### src/rtl/rc_wdt_pkg.sv
package rc_wdt_pkg;

  typedef struct packed {
    logic clrwdt;
    logic sleep;
    logic ircf;
    logic fail;
  } wdt_clr_t;

  function automatic logic any_clear(wdt_clr_t c);
    return c.clrwdt | c.sleep | c.ircf | c.fail;
  endfunction

endpackage

### src/rtl/rc_wdt_prescaler.sv
module rc_wdt_prescaler #(
  parameter int unsigned BASE_TICKS = 125,
  localparam int unsigned PRE_W = (BASE_TICKS > 1) ? $clog2(BASE_TICKS) : 1
) (
  input  logic clk_i,
  input  logic rst_ni,
  input  logic tick_i,
  input  logic clr_i,
  output logic base_o
);

  logic [PRE_W-1:0] cnt_q;
  logic             wrap;

  assign wrap   = (cnt_q == PRE_W'(BASE_TICKS - 1));
  assign base_o = tick_i & wrap & ~clr_i;

  always_ff @(posedge clk_i or negedge rst_ni) begin
    if (!rst_ni)                cnt_q <= '0;
    else if (clr_i || base_o)   cnt_q <= '0;
    else if (tick_i)            cnt_q <= cnt_q + 1'b1;
  end

endmodule

### src/rtl/rc_wdt_postscaler.sv
module rc_wdt_postscaler #(
  parameter int unsigned POST_STAGES = 16,
  localparam int unsigned TAP_W = $clog2(POST_STAGES),
  localparam int unsigned CNT_W = POST_STAGES - 1
) (
  input  logic             clk_i,
  input  logic             rst_ni,
  input  logic             base_i,
  input  logic             clr_i,
  input  logic [TAP_W-1:0] tap_sel_i,
  output logic             expire_o
);

  logic [CNT_W-1:0] cnt_q;
  logic [CNT_W-1:0] stage_hit;

  // stage i takes part in the compare only below the selected tap
  for (genvar i = 0; i < CNT_W; i++) begin : g_stage
    logic in_tap;
    assign in_tap       = ({1'b0, tap_sel_i} > (TAP_W + 1)'(i));
    assign stage_hit[i] = ~in_tap | cnt_q[i];
  end

  assign expire_o = base_i & (&stage_hit);

  always_ff @(posedge clk_i or negedge rst_ni) begin
    if (!rst_ni)                 cnt_q <= '0;
    else if (clr_i || expire_o)  cnt_q <= '0;
    else if (base_i)             cnt_q <= cnt_q + 1'b1;
  end

endmodule

### src/rtl/rc_watchdog.sv
module rc_watchdog #(
  parameter int unsigned BASE_TICKS  = 125,
  parameter int unsigned POST_STAGES = 16,
  localparam int unsigned TAP_W = $clog2(POST_STAGES)
) (
  input  logic             clk_i,
  input  logic             rst_ni,
  input  logic             rc_tick_i,
  input  logic             cfg_en_i,
  input  logic             sw_en_i,
  input  logic [TAP_W-1:0] tap_sel_i,
  input  logic             clrwdt_i,
  input  logic             sleep_i,
  input  logic             ircf_chg_i,
  input  logic             clk_fail_i,
  output logic             rc_req_o,
  output logic             wdt_rst_o,
  output logic             wdt_wake_o,
  output logic             timeout_o
);
  import rc_wdt_pkg::*;

  wdt_clr_t clr_src;
  logic     wdt_en;
  logic     clr;
  logic     base_tick;
  logic     expire;
  logic     asleep_q;
  logic     rst_q, wake_q, tout_q;

  // software enable only matters with the config bit off
  assign wdt_en  = cfg_en_i ? 1'b1 : sw_en_i;
  assign clr_src = '{clrwdt: clrwdt_i, sleep: sleep_i, ircf: ircf_chg_i, fail: clk_fail_i};
  assign clr     = any_clear(clr_src) | ~wdt_en;

  rc_wdt_prescaler #(.BASE_TICKS(BASE_TICKS)) u_pre (
    .clk_i  (clk_i),
    .rst_ni (rst_ni),
    .tick_i (rc_tick_i),
    .clr_i  (clr),
    .base_o (base_tick)
  );

  rc_wdt_postscaler #(.POST_STAGES(POST_STAGES)) u_post (
    .clk_i     (clk_i),
    .rst_ni    (rst_ni),
    .base_i    (base_tick),
    .clr_i     (clr),
    .tap_sel_i (tap_sel_i),
    .expire_o  (expire)
  );

  always_ff @(posedge clk_i or negedge rst_ni) begin
    if (!rst_ni) begin
      asleep_q <= 1'b0;
      rst_q    <= 1'b0;
      wake_q   <= 1'b0;
      tout_q   <= 1'b0;
    end else begin
      rst_q  <= expire & ~asleep_q;
      wake_q <= expire & asleep_q;
      tout_q <= tout_q | expire;
      if (sleep_i)                              asleep_q <= 1'b1;
      else if (clrwdt_i || (expire && asleep_q)) asleep_q <= 1'b0;
    end
  end

  assign rc_req_o   = wdt_en;
  assign wdt_rst_o  = rst_q;
  assign wdt_wake_o = wake_q;
  assign timeout_o  = tout_q;

endmodule

### config.mk
export PLATFORM = sky130hd
export DESIGN_NAME = rc_watchdog
export DESIGN_NICKNAME = d
export VERILOG_FILES = /design/src/rtl/rc_wdt_pkg.sv /design/src/rtl/rc_wdt_prescaler.sv /design/src/rtl/rc_wdt_postscaler.sv /design/src/rtl/rc_watchdog.sv
export SDC_FILE = /design/constraint.sdc
export NUM_CORES = 1
export LEC_CHECK = 0
export BUFFER_PORTS_ARGS = -buffer_cell sky130_fd_sc_hd__buf_2
export CAP_MARGIN = 40
export CORE_MARGIN = 10
export CORE_UTILIZATION = 57
export CTS_CLUSTER_SIZE = 30
export DETAILED_ROUTE_END_ITERATION = 16
export PLACE_DENSITY = 0.86
export SLEW_MARGIN = 20
export SYNTH_ARGS = -nofsm -noshare
export SYNTH_HDL_FRONTEND = slang
export SYNTH_SLANG_ARGS = --single-unit
### constraint.sdc
create_clock -name clk_i -period 2.45 [get_ports clk_i]
set_clock_uncertainty 0.1 [all_clocks]
set_input_delay 0.1225 -clock clk_i [delete_from_list [all_inputs] [get_ports clk_i]]
set_output_delay 0.1225 -clock clk_i [all_outputs]
set_load 0.005 [all_outputs]
==> summary.md, run 1 <==
| Metric | Value |
|---|---|
| Status | `finished clean` |
| Postcts setup bufs | `0` |
| Syn Std Cell Area | `0.00157 mm^2` |
| Max IR drop VDD | `approximately 0.31 mV` |
| Period utilization | `86.4%` |
| Max H-tree Level | `1` |
| Min-delay worst type | `primary input to flop` |
| Syn_nets | `between 150 and 200` |
| Area growth, synth to finish | `8.69%` |
| Clk sinks | `26` |
| # rows | `18` |
| Die Y | `72.5 um` |
| Cts bufs inserted | `3` |
| Synth top cells by count | `dfrtp_1 (26), nor2_1 (16), nand2_1 (12), nor3_1 (12), xnor2_1 (10)` |
| Worst setup SP type | `flop` |
| Area leader, netlist | `dfrtp_1` |
| Total track usage | `13.3%` |
| Routed WL | `3410 um` |
| Io pins | `17` |
| Clk slew on worst S/H paths | `approximately 130 ps` |
| Fraction of registers with async set/reset | `100%` |
| Detail Placement HPWL | `approximately 2400 um` |
| Area share of xor/xnor cells in the synthesized design | `10.6%` |
| RSZ-0062 raised after global routing | `false` |
| DR vias/cell | `between 6 and 7` |
| Final Cell Area | `0.00171 mm^2` |
| RR Endpoint | `u_post.cnt_q[0]` |
| CP arrival | `2230 ps` |
| CP cell instances | `inv_1 -> ha_1 -> nand3_1 -> or2_4 -> nor4_2 -> and4_1 -> buf_4 -> o21ai_0` |
| CP max stage delay | `450 ps` |
| Register bit total from synthesis | `26` |
| Die area | `0.00525 mm^2` |
| Critical Path RT | `2560 ps` |
| Largest net degree at the start of global routing | `27` |
| CP max-delay cell | `dfrtp_1` |
| Initial antenna violation count | `0` |
| P_leak | `0.693 nW` |
| Final setup vio count | `0` |
| EDFF count, synth | `0` |
| Distinct cells, synth | `36` |
| Final ANT Viol Nets | `0` |
| Reg2reg path depth | `8` |
| Number of buffers on the longest clock path | `2` |
| First-pass DRT Iterations | `4` |
| Endpoint type of the worst setup path | `flop` |
| GP Congestion | `0.884` |
| Share of cells above drive strength 1 | `17.1%` |
| Wire per inst | `16.2 um` |
| Relative slew slack | `between 60% and 70%` |
| Ys flop type | `dfrtp_1` |
| Pwr Density | `around 410 mW/mm^2` |
| Max Fclk | `473 MHz` |
| Yosys Warn Count | `0` |
| First-pass GRT wire length | `5820 um` |
| Setup TNS | `0 ps` |
| DRC viols | `0` |
| WS Path Type | `flop to flop` |
| Combinational family with the most area after synthesis | `simple AND/OR/NAND/NOR gates` |
| Worst Hold Path Cells | `3` |
| Top post-synthesis cells by area | `dfrtp_1 (41%), xnor2_1 (5.6%), xor2_1 (5.0%)` |
| Most common cell in the netlist | `dfrtp_1` |
| Core ar. | `~0.0025 mm^2` |
| Placed inst area | `0.00164 mm^2` |
| Final Non-Filler Cells | `211` |
| GR Overflow Total | `0` |
| Flop2flop setup slack | `330 ps` |
| # placed instances | `204` |
| Compound-Gate Fraction of Synth Area | `14.7%` |
| Yosys top cell area share | `41.4%` |
| Worst slew pin tran | `roughly 570 ps` |
| Final min period | `2120 ps` |
| Maxcap violations | `0` |
| Initial Util | `a little over 60%` |
| Final Hold Viols | `0` |
| Utilization after layout | `67.1%` |
| N_diodes | `0` |
| Mux share of post-synthesis cell area | `0.637%` |
| Min-delay src | `rc_tick_i` |
| Layout net count | `198` |
| Initial DRC count | `165` |
| Sequential-to-total area share from yosys stat | `41.4%` |
| WHS Endpoint | `u_pre.cnt_q[0]` |
| Syn Area/Cell | `a little under 10 um^2` |
| Worst-Skew Late Latency | `330 ps` |
| CP max FO | `15` |
| Synth Area in Adders | `under 10%` |
| CTS tree | `done` |
| Post-Synthesis Cells | `between 150 and 200` |
| Vias in the first global route | `1300` |
| I/O Buffers | `16` |
| DR vias | `1312` |
| Worst flop-to-flop path startpoint | `u_pre.cnt_q[0]` |
| Clk root buf | `clkbuf_4` |
| Die width | `72.5 um` |
| Slew Limit Fails | `0` |
| Hold WS | `between 40 and 50 ps` |
| Simple-Gate Fraction of Synth Area | `24.5%` |
[cell type report]
| type | count | area (um^2) |
|---|---|---|
| tap | 30 | 37.5 |
| sequential | 26 | 651 |
| inverter | 7 | 26.3 |
| fill | 179 | 838 |
| timing repair buffer | 21 | 125 |
| multi-input combinational | 123 | 831 |
| clock buffer | 4 | 36.3 |
[critical path, delay by kind of cell (launching register included)]
| family | cells | cell delay (ps) |
|---|---|---|
| flops | 1 | 450 |
| compound gates | 1 | 120 |
| simple gates | 4 | 890 |
| fa+ha+maj | 1 | 150 |
| buf+inv | 2 | 290 |
[per-stage QoR]
step                total power [mW]  worst slack [ps]
floorplan                      0.464               579
global placement               0.486               464
detailed placement             0.489               353
CTS                            0.705               330
global route                   0.725               183
finish                         0.705               334
[cells in the final DEF (no fill, tap or decap), types with 2 or more instances in the layout]
cell and instances:
a21oi_1 7, nor3_1 12, o2111ai_1 5, ha_1 3, o21ai_0 4, nand4_1 6, dfrtp_1 26, buf_4 2
nand2b_1 5, nor3_2 3, and3_1 4, nand3_1 7, nor4_1 2, xnor2_1 10, a211oi_1 3, buf_2 16
nand2_1 12, a2111oi_4 2, nor2_1 16, xor2_1 9, dlygate4sd3_1 3, inv_1 7, clkbuf_4 3
[cell families after synthesis]
logic type,count (synthesis)
buf+inv,14
xor+xnor,19
simple gates,73
fa+ha+maj,3
flops,26
compound gates,27
mux,1
[power by group]
group          internal (mW)  switching [mW]
sequential             0.431         0.00114
clock                 0.0910           0.128
combinational         0.0202          0.0338
total                  0.542           0.163
[sequential cells by signal (all words and copies together), names as in the netlist]
name	flops
timeout_o	1
wdt_rst_o	1
asleep_q	1
wdt_wake_o	1
u_post.cnt_q	15
u_pre.cnt_q	7
[layer usage]
metal	vias to the layer above	wire length, um	track usage [%]
met2	62	1640	23.2
li1	622	-	-
met3	10	324	4.35
met1	618	1400	15.4
met5	-	0	0
met4	0	44	3.16
[how the worst max path moves through the flow]
| stage | from | end |
|---|---|---|
| final | u_pre.cnt_q[0] | u_post.cnt_q[0] |
| after global routing | u_pre.cnt_q[0] | u_post.cnt_q[1] |
| after CTS | u_pre.cnt_q[0] | u_post.cnt_q[0] |
| after detailed placement | u_pre.cnt_q[0] | u_post.cnt_q[0] |
| after global placement | u_pre.cnt_q[0] | u_post.cnt_q[1] |
| after floorplan | u_pre.cnt_q[0] | u_post.cnt_q[10] |
[timing repair]
item	4_1_cts	5_1_grt
hold buffers	3	0
hold endpoints to repair	27	0
resized for setup	0	0
No activity file was read; power rests on OpenSTA's default activity.
==> run 2, diff against run 1 <==
- PLACE_DENSITY: 0.86 -> 0.82
- RECOVER_POWER: default -> 25
==> run 2 against run 1 <==
Register-to-register slack worse by 40 ps. Worst setup slack got worse by 41 ps. Utilization is 0.59 points higher. Power up 11%. Combinational power shrank 3%. Sequential share of layout area fell by 0.33 points. Final cell count stayed put. Non-clock buffer count did not move. Cell area grew 0.88%. Largest cell class unchanged. Highest routed layer unchanged.
==> summary.md, run 2 (same netlist as run 1, synthesis figures left out) <==
| Metric | Value |
|---|---|
| GP Congestion | `between 0.8 and 0.9` |
| Largest register FFs | `15` |
| Relative slew slack | `10.8%` |
| Reg2reg path depth | `8` |
| Share of cells above drive strength 1 | `16.6%` |
| Final setup vio count | `0` |
| Clk sinks | `26` |
| Detail Placement HPWL | `2530 um` |
| Slew Limit Fails | `0` |
| Hold WS | `between 50 and 60 ps` |
| Die area | `between 0.005 and 0.006 mm^2` |
| Setup crit end | `u_post.cnt_q[0]` |
| Min-delay worst type | `primary input to flop` |
| Post-cts sizing count | `0` |
| Clk root buf | `clkbuf_4` |
| Top reg by flops | `u_post.cnt_q` |
| Maxcap violations | `0` |
| Die width | `72.5 um` |
| DRC viols | `0` |
| DR vias | `between 1k and 1.5k` |
| Most common cell after layout, fill and taps aside | `dfrtp_1` |
| Period utilization | `88.0%` |
| Number of buffers on the longest clock path | `2` |
| P_int | `0.616 mW` |
| Vias in the first global route | `1336` |
| Switching pwr | `0.165 mW` |
| Initial DRC count | `around 180` |
| RR Endpoint | `u_post.cnt_q[0]` |
| Clock network power share | `38.0%` |
| Worst flop-to-flop path startpoint | `u_pre.cnt_q[0]` |
| Area growth, synth to finish | `9.64%` |
| Wire per inst | `16.6 um` |
| Max Fclk | `464 MHz` |
| Layout net count | `198` |
| Final min period | `2160 ps` |
| Dpl ws | `340 ps` |
| Worst slew pin tran | `roughly 1300 ps` |
| Sequential power share | `a little under three fifths` |
| Final Cell Area | `0.00172 mm^2` |
| # rows | `18` |
| Endpoint type of the worst setup path | `flop` |
| Placed inst area | `between 0.0015 and 0.002 mm^2` |
| CP max FO | `15` |
| CTS tree | `done` |
| Largest net degree at the start of global routing | `27` |
| Fin worst setup slack | `roughly 290 ps` |
| Total track usage | `13.5%` |
| Flop2flop setup slack | `between 200 and 300 ps` |
| Total power | `0.781 mW` |
| Final Hold Viols | `0` |
| Utilization after layout | `67.7%` |
| DR vias/cell | `6.27` |
| Clk slew on worst S/H paths | `140 ps` |
| Status | `finished clean` |
| Routed WL | `approximately 3500 um` |
| P_leak | `0.697 nW` |
| Critical Path RT | `2570 ps` |
| Setup TNS | `0 ps` |
| Io pins | `17` |
| First-pass GRT wire length | `a little under 6000 um` |
| Worst setup SP type | `flop` |
| Setup crit start | `u_pre.cnt_q[0]` |
| Min-delay src | `rc_tick_i` |
| WS Path Type | `flop to flop` |
| Final ANT Viol Nets | `0` |
| N_diodes | `0` |
| Fillers | `203` |
| CP arrival | `around 2300 ps` |
| Final Non-Filler Cells | `211` |
| Biggest registers after layout | `u_post.cnt_q: 15 flops, u_pre.cnt_q: 7 flops` |
| Initial Util | `61.7%` |
| I/O Buffers | `16` |
| Combinational power share | `6.7%` |
| Initial antenna violation count | `0` |
| Worst-Skew Late Latency | `330 ps` |
| Cts bufs inserted | `3` |
| RSZ-0062 raised after global routing | `false` |
| Switching portion of total power | `21.2%` |
| GR Overflow Total | `0` |
| Max IR drop VDD | `0.283 mV` |
| Pwr Density | `about 450 mW/mm^2` |
| Core ar. | `0.00254 mm^2` |
| # placed instances | `204` |
| Die Y | `72.5 um` |
| Most frequent cells in the layout | `dfrtp_1 (26), nor2_1 (16), buf_2 (15)` |
| First-pass DRT Iterations | `4` |
| Max H-tree Level | `1` |
==> run 2: cell types whose count changed in the layout (fill, tap and decap cells not counted) <==
cell       change
clkbuf_8       -1
bufinv_16      +1
buf_2          -1
clkbuf_1       +1
or2_1          -1
or2_0          +1
==> run 2: power groups by stage <==
stage	Sequential, mW	Combinational (mW)	Clock (mW)
final	0.432	0.0526	0.297
after global routing	0.432	0.0590	0.318
after CTS	0.432	0.0528	0.302
after detailed placement	0.440	0.0489	0
after global placement	0.440	0.0461	0
after floorplan	0.440	0.0243	0
==> run 2: cell type report <==
| type | count | area (um^2) | area share [%] |
|---|---|---|---|
| inverters | 7 | 26.3 | 1.53 |
| well taps | 30 | 37.5 | 2.18 |
| clock buffers | 3 | 22.5 | 1.31 |
| repair buffers | 21 | 124 | 7.19 |
| multi-input cells | 123 | 831 | 48.3 |
| clock inverters | 1 | 30.0 | 1.74 |
| flip-flops and latches | 26 | 651 | 37.8 |
==> run 2: worst min path at each step <==
stage	depth (start not counted)	endpoint	slack [ps]
2_1_floorplan	0	asleep_q	-270
3_3_place_gp	1	wdt_wake_o	40
3_5_place_dp	1	u_post.cnt_q[11]	50
4_1_cts	3	u_pre.cnt_q[0]	50
5_1_grt	3	u_pre.cnt_q[0]	60
6_report	3	u_pre.cnt_q[0]	50
==> run 2: layer usage <==
layer / part of all wire [%] / wire [um] / vias up / GRT usage, %
met1: 41 / 1450 / 650 / 16.8
met3: 7.7 / 270 / 7 / 2.99
met2: 49 / 1720 / 47 / 21.8
met4: 1.7 / 61 / 0 / 6.33
met5: 0 / 0 / - / 0
li1: - / - / 618 / -
==> run 2: critical path: stages, from the launching register on <==
cell	delay, ps
dfrtp_1	450
inv_1	90
ha_1	140
nand3_1	90
or2_4	320
nor4_2	290
and4_1	230
buf_4	210
o21ai_0	120
==> run 2: what timing repair did <==
action,CTS,global route
setup buffers,0,0
hold buffers,3,0
setup endpoints to repair,0,0
hold endpoints to repair,27,0
==> run 3, diff against run 2 <==
- CTS_CLUSTER_SIZE: 30 -> 24
- SYNTH_HIERARCHICAL: default -> 1
==> run 3 against run 2 <==
Routed wire length shrank 15%. Cell area shrank 6.2%. Die area shrank 5.3%. Clock power shrank 29%. Global-route usage shrank 1.2 points. Critical path type is now primary input to flop. Critical endpoint is now u_post/cnt_q[10]. Highest routed layer unchanged.
==> summary.md, run 3 <==
| Metric | Value |
|---|---|
| Relative slew slack | `a little under a tenth` |
| Largest register FFs | `15` |
| EDFF count, synth | `0` |
| Top reg by flops | `u_post/cnt_q` |
| Area growth, synth to finish | `10.8%` |
| Worst flop-to-flop path startpoint | `u_pre/cnt_q[1]` |
| CP cell instances | `dlygate4sd3_1 -> buf_2 -> nor4_2 -> nand2_1 -> nor3_1 -> buf_4 -> nand2_1 -> nor3_4 -> nand3_1 -> xor2_1 -> nor3_1` |
| DR vias | `1129` |
| Flop2flop setup slack | `roughly 320 ps` |
| Worst-Skew Late Latency | `approximately 320 ps` |
| Slew Limit Fails | `0` |
| Status | `finished clean` |
| Detail Placement HPWL | `2290 um` |
| Wire per inst | `about 15 um` |
| Clk slew on worst S/H paths | `about 140 ps` |
| Critical Path RT | `2600 ps` |
| GR Overflow Total | `0` |
| Sequential-to-total area share from yosys stat | `between 40% and 50%` |
| Yosys top cell area share | `around 45%` |
| Final min period | `2180 ps` |
| Setup TNS | `0 ps` |
| CP arrival | `2330 ps` |
| DR vias/cell | `5.82` |
| Initial Util | `59.3%` |
| CP max FO | `6` |
| Worst setup SP type | `primary input` |
| Top post-synthesis cells by area | `dfrtp_1 (45%), xnor2_1 (5.4%), xor2_1 (5.4%)` |
| Clk root buf | `clkbuf_4` |
| Pwr Density | `426 mW/mm^2` |
| Period utilization | `89.1%` |
| Cts bufs inserted | `3` |
| Vias in the first global route | `1234` |
| DRC viols | `0` |
| Reg2reg path depth | `10` |
| Final setup vio count | `0` |
| Initial DRC count | `106` |
| Min-delay worst type | `primary input to flop` |
| Postcts setup bufs | `0` |
| Syn Std Cell Area | `0.00146 mm^2` |
| Synth top cells by count | `dfrtp_1 (26), nor3_1 (15), nor2_1 (10)` |
| Max H-tree Level | `1` |
| Die width | `between 70 and 80 um` |
| Register bit total from synthesis | `26` |
| Most frequent cells in the layout | `dfrtp_1 (26), buf_2 (15), nor3_1 (15)` |
| Die area | `0.00498 mm^2` |
| Final Hold Viols | `0` |
| Clk sinks | `26` |
| CP max stage delay | `between 500 and 600 ps` |
| Syn_nets | `160` |
| Total track usage | `12.3%` |
| Layout net count | `181` |
| Initial antenna violation count | `0` |
| I/O Buffers | `16` |
| Fraction of registers with async set/reset | `100%` |
| RSZ-0062 raised after global routing | `false` |
| Endpoint type of the worst setup path | `flop` |
| N_diodes | `0` |
| WS Path Type | `primary input to flop` |
| Core ar. | `roughly 0.0025 mm^2` |
| Distinct cells, synth | `between 40 and 50` |
| Crit-path leading delay family | `simple AND/OR/NAND/NOR gates` |
| Fillers | `199` |
| Area leader, netlist | `dfrtp_1` |
| Biggest registers after layout | `u_post/cnt_q: 15 flops, u_pre/cnt_q: 7 flops` |
| First-pass DRT Iterations | `4` |
| Final ANT Viol Nets | `0` |
| Max Fclk | `458 MHz` |
| RR Endpoint | `u_post/cnt_q[10]` |
| Syn Area/Cell | `10.1 um^2` |
| Yosys Warn Count | `6` |
| GP Congestion | `around 0.85` |
| Worst path depth | `11` |
| Setup crit end | `u_post/cnt_q[10]` |
| Number of buffers on the longest clock path | `2` |
| First-pass GRT wire length | `~5300 um` |
| P_leak | `0.668 nW` |
| Routed WL | `2980 um` |
| Ys flop type | `dfrtp_1` |
| Setup crit start | `sleep_i` |
| Max IR drop VDD | `0.307 mV` |
| # rows | `18` |
| Most common cell in the netlist | `dfrtp_1` |
| Buffers & Inverters on Critical Path | `3` |
| Maxcap violations | `0` |
| Die Y | `roughly 70 um` |
| Most common cell after layout, fill and taps aside | `dfrtp_1` |
| Largest net degree at the start of global routing | `27` |
| CP max-delay cell | `dlygate4sd3_1` |
| CTS tree | `done` |
| Utilization after layout | `65.7%` |
| Post-Synthesis Cells | `144` |
| Share of cells above drive strength 1 | `22.0%` |
| Worst slew pin tran | `1360 ps` |
| Io pins | `17` |
[run 3: timing repair]
| action | in CTS | in global routing |
|---|---|---|
| endpoints found under the setup margin | 0 | 8 |
| resized for setup | 0 | 3 |
| hold endpoints to repair | 27 | 0 |
| hold buffers | 2 | 0 |
[run 3: tightest hold or removal path, cell delays in order]
cell    delay (ps)
buf_2           90
nor2_1          50
a21o_2         200
[run 3: final cells by class]
cell class / instances / area [um^2] / area share [%]
sequential: 26 / 651 / 40.3
clock buffer: 4 / 36.3 / 2.25
tap: 30 / 37.5 / 2.33
inverter: 7 / 26.3 / 1.63
multi-input combinational: 105 / 734 / 45.5
timing repair buffer: 22 / 129 / 7.98
[run 3: kinds of logic (layout without fill, tap and decap cells)]
group / Yosys count / in the layout / share of synthesized area [%]
and+or+nand+nor: 67 / 67 / 27.8
adders and majority gates: 3 / 3 / 2.58
buffers and inverters: 13 / 33 / 5.41
muxes: 2 / 2 / 1.37
DFF: 26 / 26 / 44.7
AOI/OAI and AO/OA: 15 / 15 / 7.30
xor gates and xnor gates: 18 / 18 / 10.8
[run 3: power breakdown]
group	internal, mW	switching, mW	total (mW)
registers	0.430	0.00120	0.432
clock network	0.0908	0.121	0.212
logic	0.0177	0.0272	0.0450
[run 3: metrics by stage]
step | power (mW) | cell area (um^2) | hold slack (ps) | worst slack [ps] | cells
floorplan | 0.458 | 1460 | -273 | 359 | 144
global placement | 0.480 | 1550 | 44.3 | 378 | 188
detailed placement | 0.483 | 1550 | 50.9 | 286 | 188
CTS | 0.702 | 1610 | 43.2 | 225 | 194
global route | 0.723 | 1610 | 61.4 | 29.6 | 194
finish | 0.688 | 1610 | 66.5 | 268 | 194
[run 3: worst min-delay path by stage]
stage	start	cells past startpoint	to
final	clrwdt_i	3	asleep_q
after global routing	rc_tick_i	3	u_pre/cnt_q[0]
after CTS	rc_tick_i	3	u_pre/cnt_q[0]
after detailed placement	rst_ni	1	u_post/cnt_q[9]
after global placement	rst_ni	1	u_post/cnt_q[11]
after floorplan	rst_ni	0	asleep_q
[run 3: layer usage]
layer | up-vias | track usage, % | share of wire [%] | wire, um
met4 | 0 | 5.38 | 0.44 | 13
met2 | 27 | 22.2 | 53 | 1580
li1 | 549 | - | - | -
met1 | 551 | 13.3 | 42 | 1240
met3 | 2 | 3.21 | 5.2 | 154
met5 | - | 0 | 0 | 0
